## src/rtl/tristate_pfd_pkg.sv

```systemverilog
// Shared types for the phase-frequency detector.
package tristate_pfd_pkg;
    // Detector state: floating, pushing the loop up, or pulling it down.
    typedef enum logic [1:0] {
        PFD_IDLE = 2'd0,
        PFD_UP   = 2'd1,
        PFD_DOWN = 2'd2
    } pfd_state_t;
endpackage

```

## src/rtl/tristate_pfd_sync_edge.sv

```systemverilog
// Synchroniser with rising-edge detector for a single asynchronous input.
// Assumes STAGES >= 2. The rise output is high for one clock cycle and
// comes STAGES-1 cycles after the first capture of a new high level.
module tristate_pfd_sync_edge #(
    parameter int STAGES = 2
) (
    input  logic clk,
    input  logic rst_n,
    input  logic async_in,
    output logic rise
);
    logic [STAGES:0] pipe;

    // Shift the input through the synchroniser and one history flop.
    always_ff @(posedge clk) begin
        if (!rst_n) pipe <= '0;
        else        pipe <= {pipe[STAGES-1:0], async_in};
    end

    // A rising edge is a new high level behind an old low one.
    always_comb rise = pipe[STAGES-1] & ~pipe[STAGES];
endmodule

```

## src/rtl/tristate_pfd_fsm.sv

```systemverilog
// Three-state detector core. It acts only on one-cycle rise strobes.
// A rise on one input starts a drive, and a rise on the other input ends it.
// Rises on both inputs in the same cycle always lead to idle.
module tristate_pfd_fsm
    import tristate_pfd_pkg::*;
(
    input  logic       clk,
    input  logic       rst_n,
    input  logic       ref_rise,
    input  logic       fb_rise,
    output pfd_state_t state
);
    pfd_state_t nxt;

    // Next-state selection from the current state and the two strobes.
    always_comb begin
        nxt = state;
        unique case (state)
            PFD_IDLE: begin
                if (ref_rise && !fb_rise)      nxt = PFD_UP;
                else if (fb_rise && !ref_rise) nxt = PFD_DOWN;
            end
            PFD_UP:   if (fb_rise)  nxt = PFD_IDLE;
            PFD_DOWN: if (ref_rise) nxt = PFD_IDLE;
            default:  nxt = PFD_IDLE;
        endcase
    end

    // State register with synchronous reset to idle.
    always_ff @(posedge clk) begin
        if (!rst_n) state <= PFD_IDLE;
        else        state <= nxt;
    end
endmodule

```

## src/rtl/tristate_pfd.sv

```systemverilog
// Top of the edge-sensing phase-frequency detector. Assumes both inputs
// are asynchronous to clk, and that each stays in one level for at least
// one clock period so that the synchroniser captures it.
module tristate_pfd
    import tristate_pfd_pkg::*;
#(
    parameter int SYNC_STAGES = 2
) (
    input  logic clk,
    input  logic rst_n,
    input  logic ref_in,
    input  logic fb_in,
    output logic drive_hi,
    output logic drive_lo,
    output logic out_en,
    output logic lock_pulse
);
    localparam int NUM_IN = 2;

    logic [NUM_IN-1:0] raw_vec;
    logic [NUM_IN-1:0] rise_vec;
    logic              ref_rise;
    logic              fb_rise;
    pfd_state_t        state;

    // Bundle the inputs so that one generate loop builds both front ends.
    always_comb raw_vec = {fb_in, ref_in};

    for (genvar gi = 0; gi < NUM_IN; gi++) begin : g_front
        tristate_pfd_sync_edge #(.STAGES(SYNC_STAGES)) u_sync (
            .clk     (clk),
            .rst_n   (rst_n),
            .async_in(raw_vec[gi]),
            .rise    (rise_vec[gi])
        );
    end

    // Name the strobes for the core and the checker.
    always_comb begin
        ref_rise = rise_vec[0];
        fb_rise  = rise_vec[1];
    end

    tristate_pfd_fsm u_fsm (
        .clk     (clk),
        .rst_n   (rst_n),
        .ref_rise(ref_rise),
        .fb_rise (fb_rise),
        .state   (state)
    );

    // Decode the registered state into the three-state pins and lock flag.
    always_comb begin
        drive_hi   = (state == PFD_UP);
        drive_lo   = (state == PFD_DOWN);
        out_en     = (state != PFD_IDLE);
        lock_pulse = (state == PFD_IDLE);
    end
endmodule

```

## config.mk

```make
export PLATFORM = sky130hd
export DESIGN_NAME = tristate_pfd
export DESIGN_NICKNAME = d
export VERILOG_FILES = /design/src/rtl/tristate_pfd_pkg.sv /design/src/rtl/tristate_pfd_sync_edge.sv /design/src/rtl/tristate_pfd_fsm.sv /design/src/rtl/tristate_pfd.sv
export SDC_FILE = /design/constraint.sdc
export NUM_CORES = 1
export LEC_CHECK = 0
export ABC_CLOCK_PERIOD_IN_PS = 900
export BUFFER_PORTS_ARGS = -buffer_cell sky130_fd_sc_hd__buf_2
export CAP_MARGIN = 20
export CELL_PAD_IN_SITES_DETAIL_PLACEMENT = 1
export CELL_PAD_IN_SITES_GLOBAL_PLACEMENT = 1
export CORE_AREA = 2 2 39 41
export CTS_CLUSTER_DIAMETER = 50
export DETAILED_ROUTE_END_ITERATION = 12
export DIE_AREA = 0 0 41 43
export PLACE_DENSITY = 0.45
export SETUP_SLACK_MARGIN = 0.02
export SYNTH_ARGS = -nofsm -noshare
export SYNTH_HDL_FRONTEND = slang
export SYNTH_SLANG_ARGS = --single-unit
```

## constraint.sdc

```tcl
create_clock -name clk -period 0.9 [get_ports clk]
set_input_delay 0 -clock clk [delete_from_list [all_inputs] [get_ports clk]]
set_output_delay 0 -clock clk [all_outputs]
set_load 0.02 [all_outputs]
```

* After elaboration in Yosys (flattened, before gate mapping)
Cells that the tools add are included.
** Storage, ports and cells
- Flip-flop bits (word level) :: 8
- Bits of input ports :: 4
- Output and inout port bits :: 4
- Logic and storage cells :: 24
** Operators by class
- Equality and inequality tests :: 5
- Multiplexer cells :: 5
- Bitwise gates (word level) :: 4
- Reduce and logical (&&, ||, !) cells :: 7
** Operator list (number)
- $mux 2 :: 4
- $pmux 2 s3 :: 1
- $ne 2x1->1 const B :: 2
- $ne 3x1->1 const B :: 1
- $reduce_and 3->1 :: 1
- $and 1x1->1 :: 2
- $eq 2x1->1 const B :: 1
- $eq 2x2->1 const B :: 1
- $logic_and 1x1->1 :: 2
- $logic_not 1->1 :: 2
- $logic_not 2->1 :: 1
- $not 1->1 :: 2
- $reduce_bool 2->1 :: 1

* Logic depth before layout (Yosys ltp)
Gate-level depths: netlist of run 1.
- Word-level depth :: 7
- Depth in mapped cells :: 2
- Mapped depth without buffers :: 2

* By module
From an unflattened synthesis of run 1, not the netlist that was laid out.
** Second synthesis, totals
- Cells, all modules :: 30
- Area total of the unflattened synthesis :: 319.1 um^2
** By module, submodules not included
- tristate_pfd_sync_edge :: instances 2, cells an instance 7, area each 92.6 um^2, seq. area each 60.1 um^2
- tristate_pfd_fsm :: instances 1, cells an instance 12, area each 108.9 um^2, seq. area each 40.0 um^2
- tristate_pfd :: instances 1, cells an instance 4, area each 25.0 um^2, seq. area each 0.0 um^2

* Least setup slack after synthesis of run 1
Ideal clock, no wire load.
- Path type :: reg2out
- Start :: register u_fsm.state[1]
- End :: output out_en
- Arrival :: 862 ps
- Slack :: 38 ps
- Stages on the path, launching flop included :: 3
- Path buffers :: 0
- Cells stage by stage :: dfxtp_1 -> nor2_1 -> inv_1
** Between the ends
- Word-level cells in the longest chain between the ends :: 1
** RTL lines
- start, declared :: line tristate_pfd_fsm.sv:11 : output pfd_state_t state
- start signal, assigned :: line tristate_pfd_fsm.sv:32 : else state <= nxt;
- $reduce_bool 2->1 :: line tristate_pfd.sv:56 : out_en = (state != PFD_IDLE);
- end, declared :: line tristate_pfd.sv:15 : output logic out_en,
No other way between the ends.

* Worst setup path in the final report of run 1
- Start :: register u_fsm.state[1]
- End :: output drive_lo
** Between the ends
- Word-level cells in the longest chain between the ends :: 1
** RTL lines
- $eq 2x2->1 :: line tristate_pfd.sv:55 : drive_lo = (state == PFD_DOWN);
- end, declared :: line tristate_pfd.sv:14 : output logic drive_lo,
No other way between the ends.

==> metrics.txt, run 1 <==
status complete, no violations; Clock Tree Buf Depth 2; RR Endpoint u_fsm.state[0]; worst ir drop on vdd 0.465 mV; CTS sink cnt 8; P_sw 0.000165 W; Clock power frac 35.5%; hold crit path type in -> reg; syn_nets 28; nets 43; initial antenna violation count 0; Distinct cells, synth 10; total core area 1380 sq um; most numerous cell in the Yosys netlist dfxtp_1; yosys warns 0; Worst-path clk slew 0.05 ns; r2r worst-path depth 2; post-synthesis cell area 285 sq um; vias per cell 3.89; met3 Track Usage GR 3.14%; Final Wtd Congestion 0.578; Worst-Margin Slew 0.226 ns; area share of the largest cell type after synthesis 56.1%; detailed-route via count 206; total grt overflow 0; Leakage Power 0.184 nW; asr flop ratio synth 0%; Die X 41 um; H-tree Lvls 1; CTS tree yes; Tcrit/Tclk final 98.1%; first-pass GRT wire length 779 um; pwr dens 1710 nW/um^2; Ant. Diodes 0; crit path from u_fsm.state[1]; met1 usage 7.14%; Fin. Hold Viols 0; starting density of the core 20.6%; r2r startpoint g_front[0].u_sync.pipe[2]; clock skew 0.00398 ns; Seq/Total Area, Yosys 56.1%; fin util 31.2%; Yosys reg bits 8; pin count of the biggest net entering global routing 9; vias in the first global route 191; EDFF count, synth 0; most common flop cell mapped by yosys dfxtp_1; reg2reg setup slack 0.03 ns; final setup fails 0; Cell Rows 14; Worst Setup Path Type reg -> out; Design Area, Final 432 sq um; DR iter-0 viols 0; clk root buf clkbuf_4; fin crit period 0.883 ns; Slew Viols, Final 0; GR met2 Demand/Resource 10.3%; RSZ-0062 raised after global routing true; Synth Area per Inst 11.9 sq um; Worst EP arrival 0.88 ns; CP max FO 4; dpl cell area 340 sq um; synth top area cells dfxtp_1 (56%), and2_1 (11%), a2111oi_4 (9.6%), nand2b_4 (4.8%), inv_1 (3.9%); CP required 0.90 ns; Area growth syn-to-layout 51.3%; HPWL after DPL 318 um; Mapped Cells 24; Routed WL 469 um; drc violations 0; die height 43 um; area leader, netlist dfxtp_1; ANT nets after route 0; Slew HR 85.0%; fmax 1.13 GHz; Min-Delay Startpoint rst_n; max-cap violations 0; DR WL/cell 8.85 um; DIE AREA 1760 sq um; Num CTS Buffers 3; Critical Path End Type output port; Int Power 0.000573 W; drt first pass iters 1; Comb power frac 13.2%; top cells by count, synth dfxtp_1 (8), and2_1 (5), inv_1 (3), nor2_1 (2); sequential share of power 51.3%; Port Buffers 7; Hold Path Depth 2; Final Power 0.000738 W; grt peak-use layer met2; layout cells sized above 1 59.5%; # IOs 8; total track usage 7.35%; startpoint types flop; Clk Latency, worst-skew pair 0.25 ns; hold path endpoint g_front[0].u_sync.pipe[1]; Net Sw Frac 22.4%
[power by group through the flow]
stage	clock, W	sequential [W]	combinational [W]
floorplan	0	0.000384	0.0000472
global placement	0	0.000386	0.0000695
detailed placement	0	0.000386	0.0000707
CTS	0.000284	0.000377	0.0000876
global route	0.000309	0.000380	0.000107
finish	0.000262	0.000379	0.0000976
[worst max path at each step]
stage | cells past startpoint | slack [ns] | end
floorplan | 2 | 0.04 | out_en
global placement | 2 | 0.06 | u_fsm.state[0]
detailed placement | 2 | 0.05 | u_fsm.state[0]
CTS | 3 | -0.01 | drive_hi
global route | 3 | -0.03 | drive_hi
finish | 2 | 0.02 | drive_lo
[state kept, by name, summed over array words and instances (netlist names)]
register	count
g_front.u_sync.pipe	6
u_fsm.state	2
[kinds of logic (layout without fill, tap and decap cells)]
family / Yosys count / after routing / share of synthesized area [%]
AND/OR/NAND/NOR: 11 / 11 / 26.3
AO/OA/AOI/OAI: 2 / 2 / 13.6
flip-flops: 8 / 8 / 56.1
buffers and inverters: 3 / 16 / 3.95
[layer usage]
layer / vias to the layer above / part of all wire (%) / wire length (um)
met5: - / 0 / 0
met4: 0 / 1.7 / 8
met3: 2 / 7.7 / 36
met2: 7 / 50 / 236
met1: 94 / 40 / 188
li1: 103 / - / -
[worst max-delay path, stage by stage (launching register included)]
cell and delay, ns:
dfxtp_4 0.37, nor2b_1 0.13, buf_4 0.14
[repair_timing]
item                       4_1_cts  5_1_grt
setup endpoints to repair        4        5
hold endpoints to repair         2        0
setup buffers                    1        0
hold buffers                     2        0
resized for setup                8        9
pin swaps                        1        1
[stage by stage]
step | instances | setup TNS, ns | hold WS (ns) | worst slack [ns]
CTS | 53 | -0.0184 | 0.0571 | -0.0116
global placement | 47 | 0 | 0.208 | 0.0608
floorplan | 24 | 0 | 0.122 | 0.0384
detailed placement | 47 | 0 | 0.213 | 0.0454
global route | 53 | -0.108 | 0.0719 | -0.0317
finish | 53 | 0 | 0.0572 | 0.0171
[final cells by class]
cell class | count | area, sq um
Inverter | 3 | 11.3
Fill cell | 164 | 952
Timing Repair Buffer | 10 | 80.1
Sequential cell | 8 | 169
Clock buffer | 3 | 22.5
Multi-Input combinational cell | 13 | 129
Tap cell | 16 | 20.0
[cell usage in the layout (no fill, tap or decap), types with 2 or more instances in the layout]
cell type | synthesis | routed
and2_1 | 5 | 5
dfxtp_1 | 8 | 5
clkbuf_4 | 0 | 3
buf_2 | 0 | 3
buf_4 | 0 | 3
inv_2 | 0 | 2
dlygate4sd3_1 | 0 | 2
buf_6 | 0 | 2
dfxtp_4 | 0 | 2
No activity file was read; power rests on OpenSTA's default activity.
==> run 2, diff against run 1 <==
--- a/config.mk
+++ b/config.mk
@@ -6,7 +6,6 @@
 export NUM_CORES = 1
 export LEC_CHECK = 0
 export ABC_CLOCK_PERIOD_IN_PS = 900
-export BUFFER_PORTS_ARGS = -buffer_cell sky130_fd_sc_hd__buf_2
 export CAP_MARGIN = 20
 export CELL_PAD_IN_SITES_DETAIL_PLACEMENT = 1
 export CELL_PAD_IN_SITES_GLOBAL_PLACEMENT = 1
@@ -14,7 +13,8 @@
 export CTS_CLUSTER_DIAMETER = 50
 export DETAILED_ROUTE_END_ITERATION = 12
 export DIE_AREA = 0 0 41 43
-export PLACE_DENSITY = 0.45
+export DONT_BUFFER_PORTS = 1
+export PLACE_DENSITY = 0.39
 export SETUP_SLACK_MARGIN = 0.02
 export SYNTH_ARGS = -nofsm -noshare
 export SYNTH_HDL_FRONTEND = slang
==> run 2 against run 1 <==
Clock power fell by 2%. Flip-flop and latch count stayed put. Final cell count fell by 5.7%. Final area increased by 0.87%. Wire length is 3.2% lower. Combinational power down 3.7%. Sequential share of layout area fell by 0.34 points. Critical path depth unchanged. Sequential power about the same. Worst hold slack better by 0.16 ns. Count of clock-buffer cells in the layout is the same. Largest power group unchanged.
==> metrics.txt, run 2 (same netlist as run 1, synthesis figures left out) <==
starting density of the core 20.6%; Slew Viols, Final 0; ANT nets after route 0; Fin. Hold Viols 0; CP max FO 3; layout cells sized above 1 55.9%; pin count of the biggest net entering global routing 9; Final Power 0.000732 W; Clk Latency, worst-skew pair 0.25 ns; nets 40; r2r worst-path depth 2; Routed WL 454 um; DR WL/cell 9.08 um; Num CTS Buffers 3; dpl ws 0.0424 ns; CTS tree yes; Leakage Power 0.182 nW; fmax 1.12 GHz; total track usage 7.44%; fin crit period 0.895 ns; Port Buffers 0; pwr dens 1680 nW/um^2; first-pass GRT wire length 786 um; startpoint types flop; total grt overflow 0; status complete, no violations; Worst-path clk slew 0.05 ns; vias in the first global route 180; Regs by FF count g_front.u_sync.pipe x6, u_fsm.state x2; final setup fails 0; Ant. Diodes 0; drt first pass iters 1; worst ir drop on vdd 0.693 mV; CTS sink cnt 8; total core area 1380 sq um; HPWL after DPL 310 um; Worst Setup Path Type reg -> out; vias per cell 3.94; # IOs 8; RSZ-0062 raised after global routing true; DIE AREA 1760 sq um; H-tree Lvls 1; final worst setup slack 0.00522 ns; Tcrit/Tclk final 99.4%; detailed-route via count 197; Critical Path End Type output port; max-cap violations 0; Hold Path Depth 2; hold crit path type in -> reg; drc violations 0; Cell Rows 14; setup TNS 0 ns; Worst EP arrival 0.89 ns; max FFs per register 6; clk root buf clkbuf_4; Final Wtd Congestion 0.571; most frequent cells in the layout and2_1 (5), dfxtp_1 (5), clkbuf_4 (3), buf_6 (3); Clock Tree Buf Depth 2; DR iter-0 viols 0; Die X 41 um; die height 43 um; Top reg by flops g_front.u_sync.pipe; Slew HR 84.7%; CP required 0.90 ns; Area growth syn-to-layout 52.6%; clock skew 0.00523 ns; Worst-Margin Slew 0.230 ns; Min Hold Slack 0.221 ns; initial antenna violation count 0
-- run 2: cell count changes in the layout (fill, tap and decap cells not counted) --
cell,previous run,this run
buf_4,3,1
inv_2,2,1
nor2b_1,1,0
nor2b_4,1,2
inv_4,0,1
dlymetal6s4s_1,0,1
buf_6,2,3
buf_2,3,0
-- run 2: critical path: stages (launching register included) --
cell and delay, ns:
dfxtp_4 0.36, nor2_2 0.15, buf_6 0.13
-- run 2: cell type report --
class,count,area [sq um]
Fill cell,156,948
Sequential cell,8,169
Multi-Input combinational cell,13,136
Timing Repair Buffer,7,73.8
Clock buffer,3,22.5
Tap cell,16,20.0
Inverter,3,13.8
-- run 2: metal layers --
layer  global-route usage, %  vias up  share of wire (%)
met1                    8.41       92                 38
met2                    8.44        9                 51
met3                    7.85        0                 11
met5                       0        -                  0
li1                        -       96                  -
met4                    4.00        0                  0
-- run 2: repair_timing --
item                                    CTS  global route
pin swaps                                 1             0
endpoints found under the setup margin    4             5
hold endpoints to repair                  8             0
gates resized for setup                  11             6
buffers inserted                          1             0
hold buffers                              3             0
-- run 2: path summary, 6_finish.rpt --
kind	slack, ns	start	end
worst max register to register	0.04	g_front[0].u_sync.pipe[2]	u_fsm.state[0]
worst max-delay path	0.005	u_fsm.state[0]	lock_pulse
worst min register to register	0.42	g_front[0].u_sync.pipe[0]	g_front[0].u_sync.pipe[1]
worst min-delay path	0.22	rst_n	g_front[0].u_sync.pipe[1]
-- run 2: power breakdown --
| part | internal, W | switching (W) | leakage (nW) |
|---|---|---|---|
| Combinational | 0.0000510 | 0.0000430 | 0.100 |
| Sequential | 0.000368 | 0.0000125 | 0.0676 |
| Clock | 0.000151 | 0.000106 | 0.0138 |
| Total | 0.000570 | 0.000162 | 0.182 |
-- run 2: metrics by stage --
| stage | utilization, % | instance area, sq um | instances |
|---|---|---|---|
| after CTS | 30.2 | 418 | 50 |
| final | 31.5 | 435 | 50 |
| after floorplan | - | 285 | 24 |
| after global routing | 31.5 | 435 | 50 |
| after detailed placement | 23.7 | 328 | 43 |
| after global placement | 23.7 | 328 | 43 |
==> run 3, diff against run 2 <==
--- a/config.mk
+++ b/config.mk
@@ -7,14 +7,12 @@
 export LEC_CHECK = 0
 export ABC_CLOCK_PERIOD_IN_PS = 900
 export CAP_MARGIN = 20
-export CELL_PAD_IN_SITES_DETAIL_PLACEMENT = 1
-export CELL_PAD_IN_SITES_GLOBAL_PLACEMENT = 1
 export CORE_AREA = 2 2 39 41
 export CTS_CLUSTER_DIAMETER = 50
 export DETAILED_ROUTE_END_ITERATION = 12
 export DIE_AREA = 0 0 41 43
 export DONT_BUFFER_PORTS = 1
-export PLACE_DENSITY = 0.39
+export PLACE_DENSITY = 0.32
 export SETUP_SLACK_MARGIN = 0.02
 export SYNTH_ARGS = -nofsm -noshare
 export SYNTH_HDL_FRONTEND = slang
==> run 3 against run 2 <==
Maximum frequency is 2.1% higher. Combinational power is 2% lower. Final area is 0.86% higher. Register-to-register slack hardly changed. Non-clock buffer count is 1 higher. Die area stayed put.
==> metrics.txt, run 3 (same netlist as run 1, synthesis figures left out) <==
reg2reg setup slack 0.05 ns; Port Buffers 0; most frequent cells in the layout and2_1 (5), dfxtp_1 (5), clkbuf_4 (3), buf_4 (3); Critical Path End Type output port; fmax 1.14 GHz; Leakage Power 0.186 nW; HPWL after DPL 264 um; total grt overflow 0; Routed WL 419 um; worst ir drop on vdd 0.683 mV; status complete, no violations; startpoint types flop; Cell Rows 14; max FFs per register 6; total track usage 6.44%; final worst setup slack 0.0233 ns; Slew Viols, Final 0; Worst-path clk slew 0.05 ns; pwr dens 1670 nW/um^2; drt first pass iters 2; FILL cells 154; final setup fails 0; Area growth syn-to-layout 53.9%; Top reg by flops g_front.u_sync.pipe; CTS tree yes; CP required 0.90 ns; Final Wtd Congestion 0.580; vias in the first global route 160; Slew HR 84.9%; Worst-Margin Slew 0.227 ns; Final Power 0.000735 W; crit path from u_fsm.state[1]; ANT nets after route 0; Worst Setup Path Type reg -> out; Tcrit/Tclk final 97.4%; DR WL/cell 8.22 um; Fin. Hold Viols 0; # IOs 8; total core area 1380 sq um; initial antenna violation count 0; Die X 41 um; Clk Latency, worst-skew pair 0.25 ns; Hold Path Depth 2; clk root buf clkbuf_4; detailed-route via count 193; starting density of the core 20.6%; RSZ-0062 raised after global routing true; DR iter-0 viols 3; fin crit period 0.877 ns; Clock Tree Buf Depth 2; CTS sink cnt 8; DIE AREA 1760 sq um; layout cells sized above 1 54.3%; pin count of the biggest net entering global routing 9; vias per cell 3.78; Min-Delay Startpoint rst_n; Regs by FF count g_front.u_sync.pipe x6, u_fsm.state x2; hold crit path type in -> reg; r2r worst-path depth 2; nets 41; Worst EP arrival 0.88 ns; die height 43 um; CP max FO 4; r2r startpoint u_fsm.state[0]; clock skew 0.00406 ns; max-cap violations 0; H-tree Lvls 1; drc violations 0; Ant. Diodes 0; first-pass GRT wire length 648 um; Num CTS Buffers 3; dpl ws 0.0542 ns
-- run 3: cell types whose count changed in the layout (fill, tap and decap cells not counted), sizes merged --
cell	before	now
buf	4	5
-- run 3: power by group --
group          internal [W]  switching, W   total, W
sequential         0.000368     0.0000119   0.000380
combinational     0.0000508     0.0000415  0.0000923
clock              0.000152      0.000111   0.000263
total              0.000570      0.000165   0.000735
-- run 3: worst paths after layout --
| kind | endpoint |
|---|---|
| worst max-delay path | drive_lo |
| worst min-delay path | g_front[0].u_sync.pipe[1] |
| worst max register to register | u_fsm.state[0] |
| worst min register to register | g_front[0].u_sync.pipe[1] |
-- run 3: worst max-delay path: stages (launching register included) --
cell and delay (ns):
dfxtp_4 0.37, nor2b_4 0.14, buf_6 0.12
-- run 3: repair_timing --
item,CTS,global route
buffers inserted,0,2
hold buffers,3,0
pin swaps,0,2
hold endpoints to repair,8,0
resized for setup,5,10
endpoints found under the setup margin,4,4
-- run 3: stage by stage --
stage	TNS, ns	hold slack [ns]	cells	util [%]	area [sq um]
after floorplan	0	0.122	24	-	285
after global placement	0	0.123	43	23.7	328
after detailed placement	0	0.125	43	23.7	328
after CTS	-0.0237	0.391	49	28.0	388
after global routing	-0.0160	0.240	51	31.7	439
final	0	0.211	51	31.7	439
-- run 3: final cells by class --
cell class                 instances  area, sq um  share of cell area (%)
clock buffer                       3         22.5                    5.13
inverter                           3         13.8                    3.13
multi-input combinational         13          136                    31.1
sequential                         8          169                    38.5
tap                               16         20.0                    4.56
timing repair buffer               8         77.6                    17.7
-- run 3: metal layers --
layer	track usage (%)	part of all wire, %	vias up
met5	0	0	-
li1	-	-	99
met3	8.38	14	2
met1	5.50	41	81
met4	6.00	1.9	0
met2	6.88	43	11
